## config.mk

```make
export PLATFORM = sky130hd
export DESIGN_NAME = rerr_ctrl
export DESIGN_NICKNAME = d
export VERILOG_FILES = /design/src/rtl/rerr_pkg.sv /design/src/rtl/rerr_status_reg.sv /design/src/rtl/rerr_enable_reg.sv /design/src/rtl/rerr_trap_latch.sv /design/src/rtl/rerr_ctrl.sv
export SDC_FILE = /design/constraint.sdc
export NUM_CORES = 1
export LEC_CHECK = 0
export BUFFER_PORTS_ARGS = -buffer_cell sky130_fd_sc_hd__buf_4
export CELL_PAD_IN_SITES_DETAIL_PLACEMENT = 1
export CELL_PAD_IN_SITES_GLOBAL_PLACEMENT = 1
export CORE_MARGIN = 3
export CORE_UTILIZATION = 21
export CTS_CLUSTER_SIZE = 8
export DETAILED_ROUTE_END_ITERATION = 10
export MAX_ROUTING_LAYER = met4
export PLACE_DENSITY = 0.94
export SETUP_SLACK_MARGIN = 0.05
export SKIP_CTS_REPAIR_TIMING = 1
export SYNTH_ARGS = -nofsm -noshare
export SYNTH_HDL_FRONTEND = slang
export SYNTH_HIERARCHICAL = 1
export SYNTH_SLANG_ARGS = --single-unit
```

## constraint.sdc

```tcl
create_clock -name clk -period 2.5 [get_ports clk]
set_clock_uncertainty 0.1 [all_clocks]
set_input_delay 0.5 -clock clk [delete_from_list [all_inputs] [get_ports clk]]
set_output_delay 0.5 -clock clk [all_outputs]
set_load 0.005 [all_outputs]
```

## src/rtl/rerr_pkg.sv

```systemverilog
// Shared constants and types for the restrainable error controller.
// Assumes three error classes and two trap enables; bit positions are
// software-visible and must not be reordered.
package rerr_pkg;
    localparam int NCLS   = 3;   // pending classes
    localparam int NEN    = 2;   // trap enable groups
    localparam int IDX_UE = 0;
    localparam int IDX_CE = 1;
    localparam int IDX_DG = 2;
    localparam int GRP_UE = 0;
    localparam int GRP_CD = 1;

    typedef logic [NCLS-1:0] pend_t;
    typedef logic [NEN-1:0]  en_t;

    // Per-enable-group hit: pending error of that group with its enable set.
    function automatic en_t group_hits(input pend_t p, input en_t e);
        en_t h;
        h[GRP_UE] = p[IDX_UE] & e[GRP_UE];
        h[GRP_CD] = (p[IDX_CE] | p[IDX_DG]) & e[GRP_CD];
        return h;
    endfunction
endpackage

```

## src/rtl/rerr_status_reg.sv

```systemverilog
// Sticky pending-error bits with write-one-to-clear.
// Assumes det and clr are single-cycle qualified vectors; set wins over clear.
module rerr_status_reg
    import rerr_pkg::*;
#(
    parameter int W = NCLS
) (
    input  logic         clk,
    input  logic         rst_n,
    input  logic [W-1:0] det,
    input  logic [W-1:0] clr,
    output logic [W-1:0] pend
);
    generate
        for (genvar i = 0; i < W; i++) begin : g_bit
            // Hold, clear on write-one, set on detection (detection has priority).
            always_ff @(posedge clk) begin
                if (!rst_n)      pend[i] <= 1'b0;
                else if (det[i]) pend[i] <= 1'b1;
                else if (clr[i]) pend[i] <= 1'b0;
            end

            assert_det_sets_R2: assert property (@(posedge clk) disable iff (!rst_n)
                det[i] |=> pend[i]);
            assert_set_wins_R4: assert property (@(posedge clk) disable iff (!rst_n)
                (det[i] && clr[i]) |=> pend[i]);
            assert_clear_R3: assert property (@(posedge clk) disable iff (!rst_n)
                (clr[i] && !det[i]) |=> !pend[i]);
            assert_sticky_R2: assert property (@(posedge clk) disable iff (!rst_n)
                (!clr[i] && !det[i]) |=> $stable(pend[i]));
        end
    endgenerate
endmodule

```

## src/rtl/rerr_enable_reg.sv

```systemverilog
// Trap enable register, plain store on write.
// Assumes wr is already address-qualified by the top.
module rerr_enable_reg
    import rerr_pkg::*;
#(
    parameter int W = NEN
) (
    input  logic         clk,
    input  logic         rst_n,
    input  logic         wr,
    input  logic [W-1:0] wdata,
    output logic [W-1:0] en
);
    // Load new enables on a qualified write.
    always_ff @(posedge clk) begin
        if (!rst_n)  en <= '0;
        else if (wr) en <= wdata;
    end

    assert_en_hold_R5: assert property (@(posedge clk) disable iff (!rst_n)
        !wr |=> $stable(en));
    assert_en_load_R5: assert property (@(posedge clk) disable iff (!rst_n)
        wr |=> (en == $past(wdata)));
endmodule

```

## src/rtl/rerr_trap_latch.sv

```systemverilog
// Latches the error-trap request one cycle after any group hit and holds it,
// with the arming cause, until acknowledged. Acknowledge has priority, so a
// still-true condition re-arms one cycle later. The latch deliberately does
// not re-check live status while held.
module rerr_trap_latch
    import rerr_pkg::*;
#(
    parameter int W = NEN
) (
    input  logic         clk,
    input  logic         rst_n,
    input  logic [W-1:0] hits,
    input  logic         ack,
    output logic         req,
    output logic [W-1:0] cause
);
    logic fire;
    logic arm;

    // Any enabled group with a pending error.
    always_comb fire = |hits;
    // A new request is taken only from the idle state.
    always_comb arm  = fire && !req && !ack;

    // Request flag: cleared by acknowledge, set by a hit, otherwise held.
    always_ff @(posedge clk) begin
        if (!rst_n)    req <= 1'b0;
        else if (ack)  req <= 1'b0;
        else if (fire) req <= 1'b1;
    end

    // Cause snapshot taken when the request arms.
    always_ff @(posedge clk) begin
        if (!rst_n)   cause <= '0;
        else if (ack) cause <= '0;
        else if (arm) cause <= hits;
    end

    assert_arm_R6: assert property (@(posedge clk) disable iff (!rst_n)
        (fire && !ack) |=> req);
    assert_no_spurious_R6: assert property (@(posedge clk) disable iff (!rst_n)
        (!req && !fire) |=> !req);
    assert_hold_R7: assert property (@(posedge clk) disable iff (!rst_n)
        (req && !ack) |=> req);
    assert_ack_drop_R7: assert property (@(posedge clk) disable iff (!rst_n)
        ack |=> !req);
    assert_cause_hold_R9: assert property (@(posedge clk) disable iff (!rst_n)
        (req && !ack) |=> $stable(cause));
    assert_cause_nonzero_R9: assert property (@(posedge clk) disable iff (!rst_n)
        $rose(req) |-> (cause != '0));
endmodule

```

## src/rtl/rerr_ctrl.sv

```systemverilog
// Top of the restrainable error controller: register decode, read mux,
// pending status, enables and the trap-request latch.
// Assumes detections are single-cycle pulses from the error checker and the
// register port issues at most one write per cycle; reads are combinational.
module rerr_ctrl
    import rerr_pkg::*;
#(
    parameter int          DW          = 32,
    parameter int          AW          = 4,
    parameter logic [AW-1:0] STATUS_ADDR = AW'(0),
    parameter logic [AW-1:0] ENABLE_ADDR = AW'(1)
) (
    input  logic          clk,
    input  logic          rst_n,
    input  logic          det_ue,
    input  logic          det_ce,
    input  logic          det_dg,
    input  logic [AW-1:0] reg_addr,
    input  logic          reg_wen,
    input  logic [DW-1:0] reg_wdata,
    output logic [DW-1:0] reg_rdata,
    input  logic          trap_ack,
    output logic          trap_req,
    output logic [NEN-1:0] trap_cause
);
    localparam int PAD_ST = DW - NCLS;
    localparam int PAD_EN = DW - NEN;

    pend_t det_vec;
    pend_t clr_vec;
    pend_t pend;
    en_t   en;
    en_t   hits;
    logic  hit_st;
    logic  hit_en;
    logic  unused_wbits;

    // Address match for each mapped register.
    always_comb begin
        hit_st = (reg_addr == STATUS_ADDR);
        hit_en = (reg_addr == ENABLE_ADDR);
    end

    // Gather detection pulses in status bit order.
    always_comb begin
        det_vec         = '0;
        det_vec[IDX_UE] = det_ue;
        det_vec[IDX_CE] = det_ce;
        det_vec[IDX_DG] = det_dg;
    end

    // Write-one-to-clear mask, only on a status write.
    always_comb clr_vec = (reg_wen && hit_st) ? reg_wdata[NCLS-1:0] : '0;

    // Upper write-data bits are not backed by storage.
    always_comb unused_wbits = ^reg_wdata[DW-1:NCLS];

    rerr_status_reg #(.W(NCLS)) u_status (
        .clk  (clk),
        .rst_n(rst_n),
        .det  (det_vec),
        .clr  (clr_vec),
        .pend (pend)
    );

    rerr_enable_reg #(.W(NEN)) u_enable (
        .clk  (clk),
        .rst_n(rst_n),
        .wr   (reg_wen && hit_en),
        .wdata(reg_wdata[NEN-1:0]),
        .en   (en)
    );

    // Group hits feeding the trap latch.
    always_comb hits = group_hits(pend, en);

    rerr_trap_latch #(.W(NEN)) u_trap (
        .clk  (clk),
        .rst_n(rst_n),
        .hits (hits),
        .ack  (trap_ack),
        .req  (trap_req),
        .cause(trap_cause)
    );

    // Read mux, zero for unmapped addresses.
    always_comb begin
        if (hit_st)      reg_rdata = {{PAD_ST{1'b0}}, pend};
        else if (hit_en) reg_rdata = {{PAD_EN{1'b0}}, en};
        else             reg_rdata = '0;
    end

    assert_reset_R1: assert property (@(posedge clk)
        !rst_n |=> (pend == '0 && en == '0 && !trap_req && trap_cause == '0));
    assert_unmapped_R10: assert property (@(posedge clk) disable iff (!rst_n)
        (reg_wen && !hit_st && !hit_en) |=> ($stable(pend) || $past(|det_vec)) && $stable(en));
endmodule

```

==> impl_metrics.tcl, run 1 <==
set metrics [dict create \
    nets 140 \
    io_pins 78 \
    first_iter_violations 7 \
    cts_tree "yes" \
    cp.required_ps 1900 \
    syn2layout_area_growth_pct 14.5 \
    hpwl_microns 1200 \
    switchingPower_w 0.0000707 \
    setup-tns-final_ps 0 \
    port-buffer-count 19 \
    routabilityCongestion 0.767 \
    syn_area_per_cell_sq_um 8.52 \
    hold_start "det_ce" \
    post-route-util_pct 25.7 \
    finalPower_w 0.000283 \
    place_inst 123 \
    die_h_microns 60.8 \
    fillers 351 \
    crit_start "reg_addr[0]" \
    critPathLaunchType "input pin" \
    ant_nets 0 \
    hold_viol 0 \
    seq_area_frac_synth_pct 25.4 \
    slew_violations 0 \
    synth_warnings 6 \
    status "complete, no violations" \
    setup_viol 0 \
    vias 467 \
    ys_ff_latch 8 \
    route.met3.wl_microns 151 \
    swShare_pct 25.0 \
    ys_types 19 \
    multi_input_area_sq_um 350 \
    antenna_cells 0 \
    drive_above_1_share_pct 28.4 \
    drt_wl_total_microns 1320 \
    setup_slack_ps 469 \
    critPathKind "input pin to output pin" \
    grt_pass1_wl_microns 1910 \
    stdcell_count 126 \
    seq_area_sq_um 160 \
    pwr-share-comb_pct 18.1 \
    viasPerCell 3.71 \
    syn_inst 74 \
    cts_root_buffer "clkbuf_4" \
    antenna_found_initial 0 \
    clockBufferDepth 2 \
    p_leak_nw 0.353 \
    hp-class "input pin to register" \
    maxCapViolations 0 \
    finalCriticalPeriod_ps 2030 \
    clock_latency_ps 240 \
    r2r-start "u_enable/en[0]" \
    internal_power_w 0.000212 \
    start_util_pct 22.5 \
    firstDrtPassIters 2 \
    arrival_ps 1430 \
    worstHoldPathCells 2 \
    p_per_area_nw_per_um2 392 \
    cts_buffers 3 \
    overflow 0 \
    grt_max_degree 7 \
    row_count 19 \
    cts_num_sinks 8 \
    wl_per_cell_microns 10.4 \
    wl_met2_microns 698 \
    grt_setup_unrepaired "no" \
    ir_drop_mv 0.148 \
    die-area_sq_um 3700 \
    crit_fanout 4 \
    worst_pin_slew_ps 538 \
    critPathCaptureType "output pin" \
    topRoutingLayerUsed "met3" \
    reg2reg_depth 4 \
    pre_cts_ws_ps 463 \
    clockPowerShare_pct 34.4 \
    max_freq_mhz 492 \
    max_slew_margin_pct 63.8 \
    syn_area_sq_um 631 \
    fin_crit_sh_pct 81.2 \
    drc 0 \
    htreeDepth 1 \
    grt_pass1_vias 466 \
    clk_pin_slew_ps 60 \
    seq_power_share_pct 47.5 \
    core-area_sq_um 2810 \
    track_usage_pct 7.51 \
    drt-met1-wl_microns 466 \
    die_w_microns 60.8 \
]
## routing by layer
metal / global-route usage [%] / vias up
met3: 2.77 / 0
met2: 14.4 / 34
met5: - / -
met4: 2.79 / 0
li1: - / 224
met1: 6.59 / 209
## worst max-delay path: stages
cell and delay [ps]:
buf_4 130, or4_4 560, nor2_1 120, buf_4 120
## placed cells by master (no fill, tap or decap)
master      n
conb_1     29
buf_4      19
dfxtp_1     8
nor2_1      6
nand2_1     4
mux2i_1     4
o21a_1      4
nor4_1      3
clkbuf_4    3
nor2b_4     3
inv_1       2
nor2b_1     2
or4_4       1
and2_1      1
nand2b_4    1
o21ai_0     1
nand2b_1    1
a21oi_1     1
a2bb2oi_1   1
nor3_1      1
## worst paths after layout
path | end | slack (ps)
setup / recovery | reg_rdata[2] | 470
hold reg to reg | u_trap/cause[0] | 420
hold / removal | u_status/pend[1] | 360
setup reg to reg | u_trap/cause[1] | 1430
## synth_stat cells
| cell type | n | share of area (%) |
|---|---|---|
| nand2_1 | 4 | 2.4 |
| nor3_1 | 1 | 0.79 |
| buf_4 | 29 | 35 |
| conb_1 | 1 | 0.59 |
| nand2b_4 | 1 | 2.2 |
| a2bb2oi_1 | 1 | 1.4 |
| nand2b_1 | 1 | 0.99 |
| and2_1 | 1 | 0.99 |
| nor2_1 | 6 | 3.6 |
| nor2b_1 | 2 | 2.0 |
| a21oi_1 | 1 | 0.79 |
| mux2i_1 | 4 | 6.3 |
| dfxtp_1 | 8 | 25 |
| o21a_1 | 4 | 4.8 |
| nor2b_4 | 3 | 6.5 |
| inv_1 | 2 | 1.2 |
| o21ai_0 | 1 | 0.79 |
| nor4_1 | 3 | 3.0 |
| or4_4 | 1 | 1.8 |
## cell type report
cell class                      count  area share, %
Clock buffer                        3           3.12
Timing Repair Buffer               19           19.8
Sequential cell                     8           22.2
Inverter                            2           1.04
Tap cell                           31           5.37
Multi-Input combinational cell     63           48.5
## cells by family after synthesis
family          share of synthesized area [%]
simple gates                             24.2
other cells                             0.595
mux                                      6.35
compound gates                           7.74
flops                                    25.4
buf+inv                                  35.7
## through the flow
stage	hold WS [ps]	area (sq um)
finish	361	722
detailed placement	398	699
floorplan	370	736
CTS	354	722
global placement	366	699
global route	364	722
## state kept, by name, indices dropped and copies added, names as in the netlist
signal and flops:
u_enable/en 2, u_trap/req 1, u_status/pend 3, u_trap/cause 2
## power groups by stage
stage | sequential [W] | clock [W] | combinational (W)
floorplan | 0.000137 | 0 | 0.0000589
global placement | 0.000137 | 0 | 0.0000487
detailed placement | 0.000137 | 0 | 0.0000509
CTS | 0.000135 | 0.000104 | 0.0000509
global route | 0.000135 | 0.000113 | 0.0000594
finish | 0.000135 | 0.0000974 | 0.0000512
(Power assumes the default switching activity.)
==> run 2: changes to the inputs <==
--- a/config.mk
+++ b/config.mk
@@ -9,11 +9,11 @@
 export CELL_PAD_IN_SITES_DETAIL_PLACEMENT = 1
 export CELL_PAD_IN_SITES_GLOBAL_PLACEMENT = 1
 export CORE_MARGIN = 3
-export CORE_UTILIZATION = 21
+export CORE_UTILIZATION = 20
 export CTS_CLUSTER_SIZE = 8
 export DETAILED_ROUTE_END_ITERATION = 10
 export MAX_ROUTING_LAYER = met4
-export PLACE_DENSITY = 0.94
+export PLACE_DENSITY = 0.91
 export SETUP_SLACK_MARGIN = 0.05
 export SKIP_CTS_REPAIR_TIMING = 1
 export SYNTH_ARGS = -nofsm -noshare
==> constraint.sdc (replaced) <==
create_clock -name clk -period 1.95 [get_ports clk]
set_clock_uncertainty 0.1 [all_clocks]
set_input_delay 0.39 -clock clk [delete_from_list [all_inputs] [get_ports clk]]
set_output_delay 0.39 -clock clk [all_outputs]
set_load 0.005 [all_outputs]
==> run 2 against run 1 <==
  * Count of clock-buffer cells in the layout did not move
  * Sequential share of layout area fell by 0.42 points
  * Final cell count increased by 8.7%
  * Largest cell class unchanged
  * Largest power group unchanged
  * Highest routed layer is now met4
==> impl_metrics.tcl, run 2 (synthesized netlist as in run 1, its figures left out) <==
set metrics [dict create \
    critPathKind "input pin to output pin" \
    r2r_setup_slack_ps 910 \
    critPathLaunchType "input pin" \
    max_slew_margin_pct 66.5 \
    top_register "u_status/pend" \
    cts_num_sinks 8 \
    grt_setup_unrepaired "no" \
    htreeDepth 1 \
    viasPerCell 3.48 \
    hold_viol 0 \
    routabilityCongestion 0.715 \
    maxCapViolations 0 \
    final_common_cell "conb_1" \
    layout_common_cells "conb_1, buf_4, dfxtp_1, nor2_1" \
    setup_viol 0 \
    fin_crit_sh_pct 92.8 \
    cts_buffers 3 \
    slew_violations 0 \
    first_iter_violations 3 \
    worst-path-buf-inv 2 \
    row_count 19 \
    cts_root_buffer "clkbuf_4" \
    seq_area_sq_um 160 \
    core-area_sq_um 2880 \
    pre_cts_ws_ps 134 \
    status "complete, no violations" \
    grt_pass1_wl_microns 1980 \
    clk_pin_slew_ps 50 \
    antenna_found_initial 0 \
    multi_input_area_sq_um 350 \
    cp.required_ps 1460 \
    die_w_microns 62.2 \
    crit_top_cell "buf_4" \
    ir_drop_mv 0.0958 \
    start_util_pct 21.9 \
    drive_above_1_share_pct 28.4 \
    finalCriticalPeriod_ps 1810 \
    io_pins 78 \
    critPathSlowestCell "or4_4" \
    antenna_cells 0 \
    wl_per_cell_microns 9.78 \
    port-buffer-count 19 \
    fillers 348 \
    worst_pin_slew_ps 498 \
    clockBufferDepth 2 \
    critPathCaptureType "output pin" \
    worstPathCellList "buf_4, or4_4, nor2_1, buf_4" \
    firstDrtPassIters 3 \
    setup_slack_ps 140 \
    crit_fanout 4 \
    die_h_microns 62.2 \
    top_regs "u_status/pend x3, u_enable/en x2, u_trap/cause x2" \
    cts_tree "yes" \
    grt_max_degree 7 \
    vias 477 \
    setup-tns-final_ps 0 \
    overflow 0 \
    grt_pass1_vias 446 \
    p_per_area_nw_per_um2 497 \
    drt_wl_total_microns 1340 \
    max_freq_mhz 552 \
    die-area_sq_um 3860 \
    p_leak_nw 0.353 \
    hp-class "input pin to register" \
    syn2layout_area_growth_pct 16.7 \
    clock_latency_ps 250 \
    nets 140 \
    cpPeakStageDelay_ps 570 \
    track_usage_pct 6.86 \
    drc 0 \
    cp_top_family "simple AND/OR/NAND/NOR gates" \
    largest_register_ffs 3 \
    ant_nets 0 \
    arrival_ps 1320 \
]
## run 2: power breakdown
group,internal (W),leakage [nW],switching [W]
clock,0.0000704,0.0138,0.0000561
combinational,0.0000331,0.273,0.0000330
sequential,0.000169,0.0655,0.00000381
total,0.000272,0.353,0.0000929
## run 2: path summary, 6_finish.rpt
check / from / to / depth (start not counted)
min reg2reg: u_trap/cause[1] / u_trap/cause[1] / 2
max reg2reg: u_enable/en[1] / u_trap/cause[0] / 4
max: reg_addr[0] / reg_rdata[2] / 4
min: det_ce / u_status/pend[1] / 2
## run 2: area by class of cell
cell class | instances | share of cell area [%]
inverter | 2 | 1.02
tap | 42 | 7.14
clock buffer | 3 | 3.06
timing repair buffer | 19 | 19.4
multi-input combinational | 63 | 47.6
sequential | 8 | 21.8
## run 2: metal layers
layer | global-route usage (%) | up-vias | share of wire, %
met4 | 4.14 | 0 | 2.6
met2 | 12.1 | 32 | 51
met1 | 5.43 | 215 | 34
li1 | - | 226 | -
met5 | - | - | 0
met3 | 3.96 | 4 | 13
## run 2: through the flow
stage	utilization [%]	total power (W)	area (sq um)	hold WS, ps	instances
finish	25.6	0.000365	736	253	137
global route	25.6	0.000387	736	256	137
CTS	25.6	0.000370	736	242	137
detailed placement	24.8	0.000241	713	379	134
global placement	24.8	0.000238	713	367	134
floorplan	-	0.000251	736	370	102
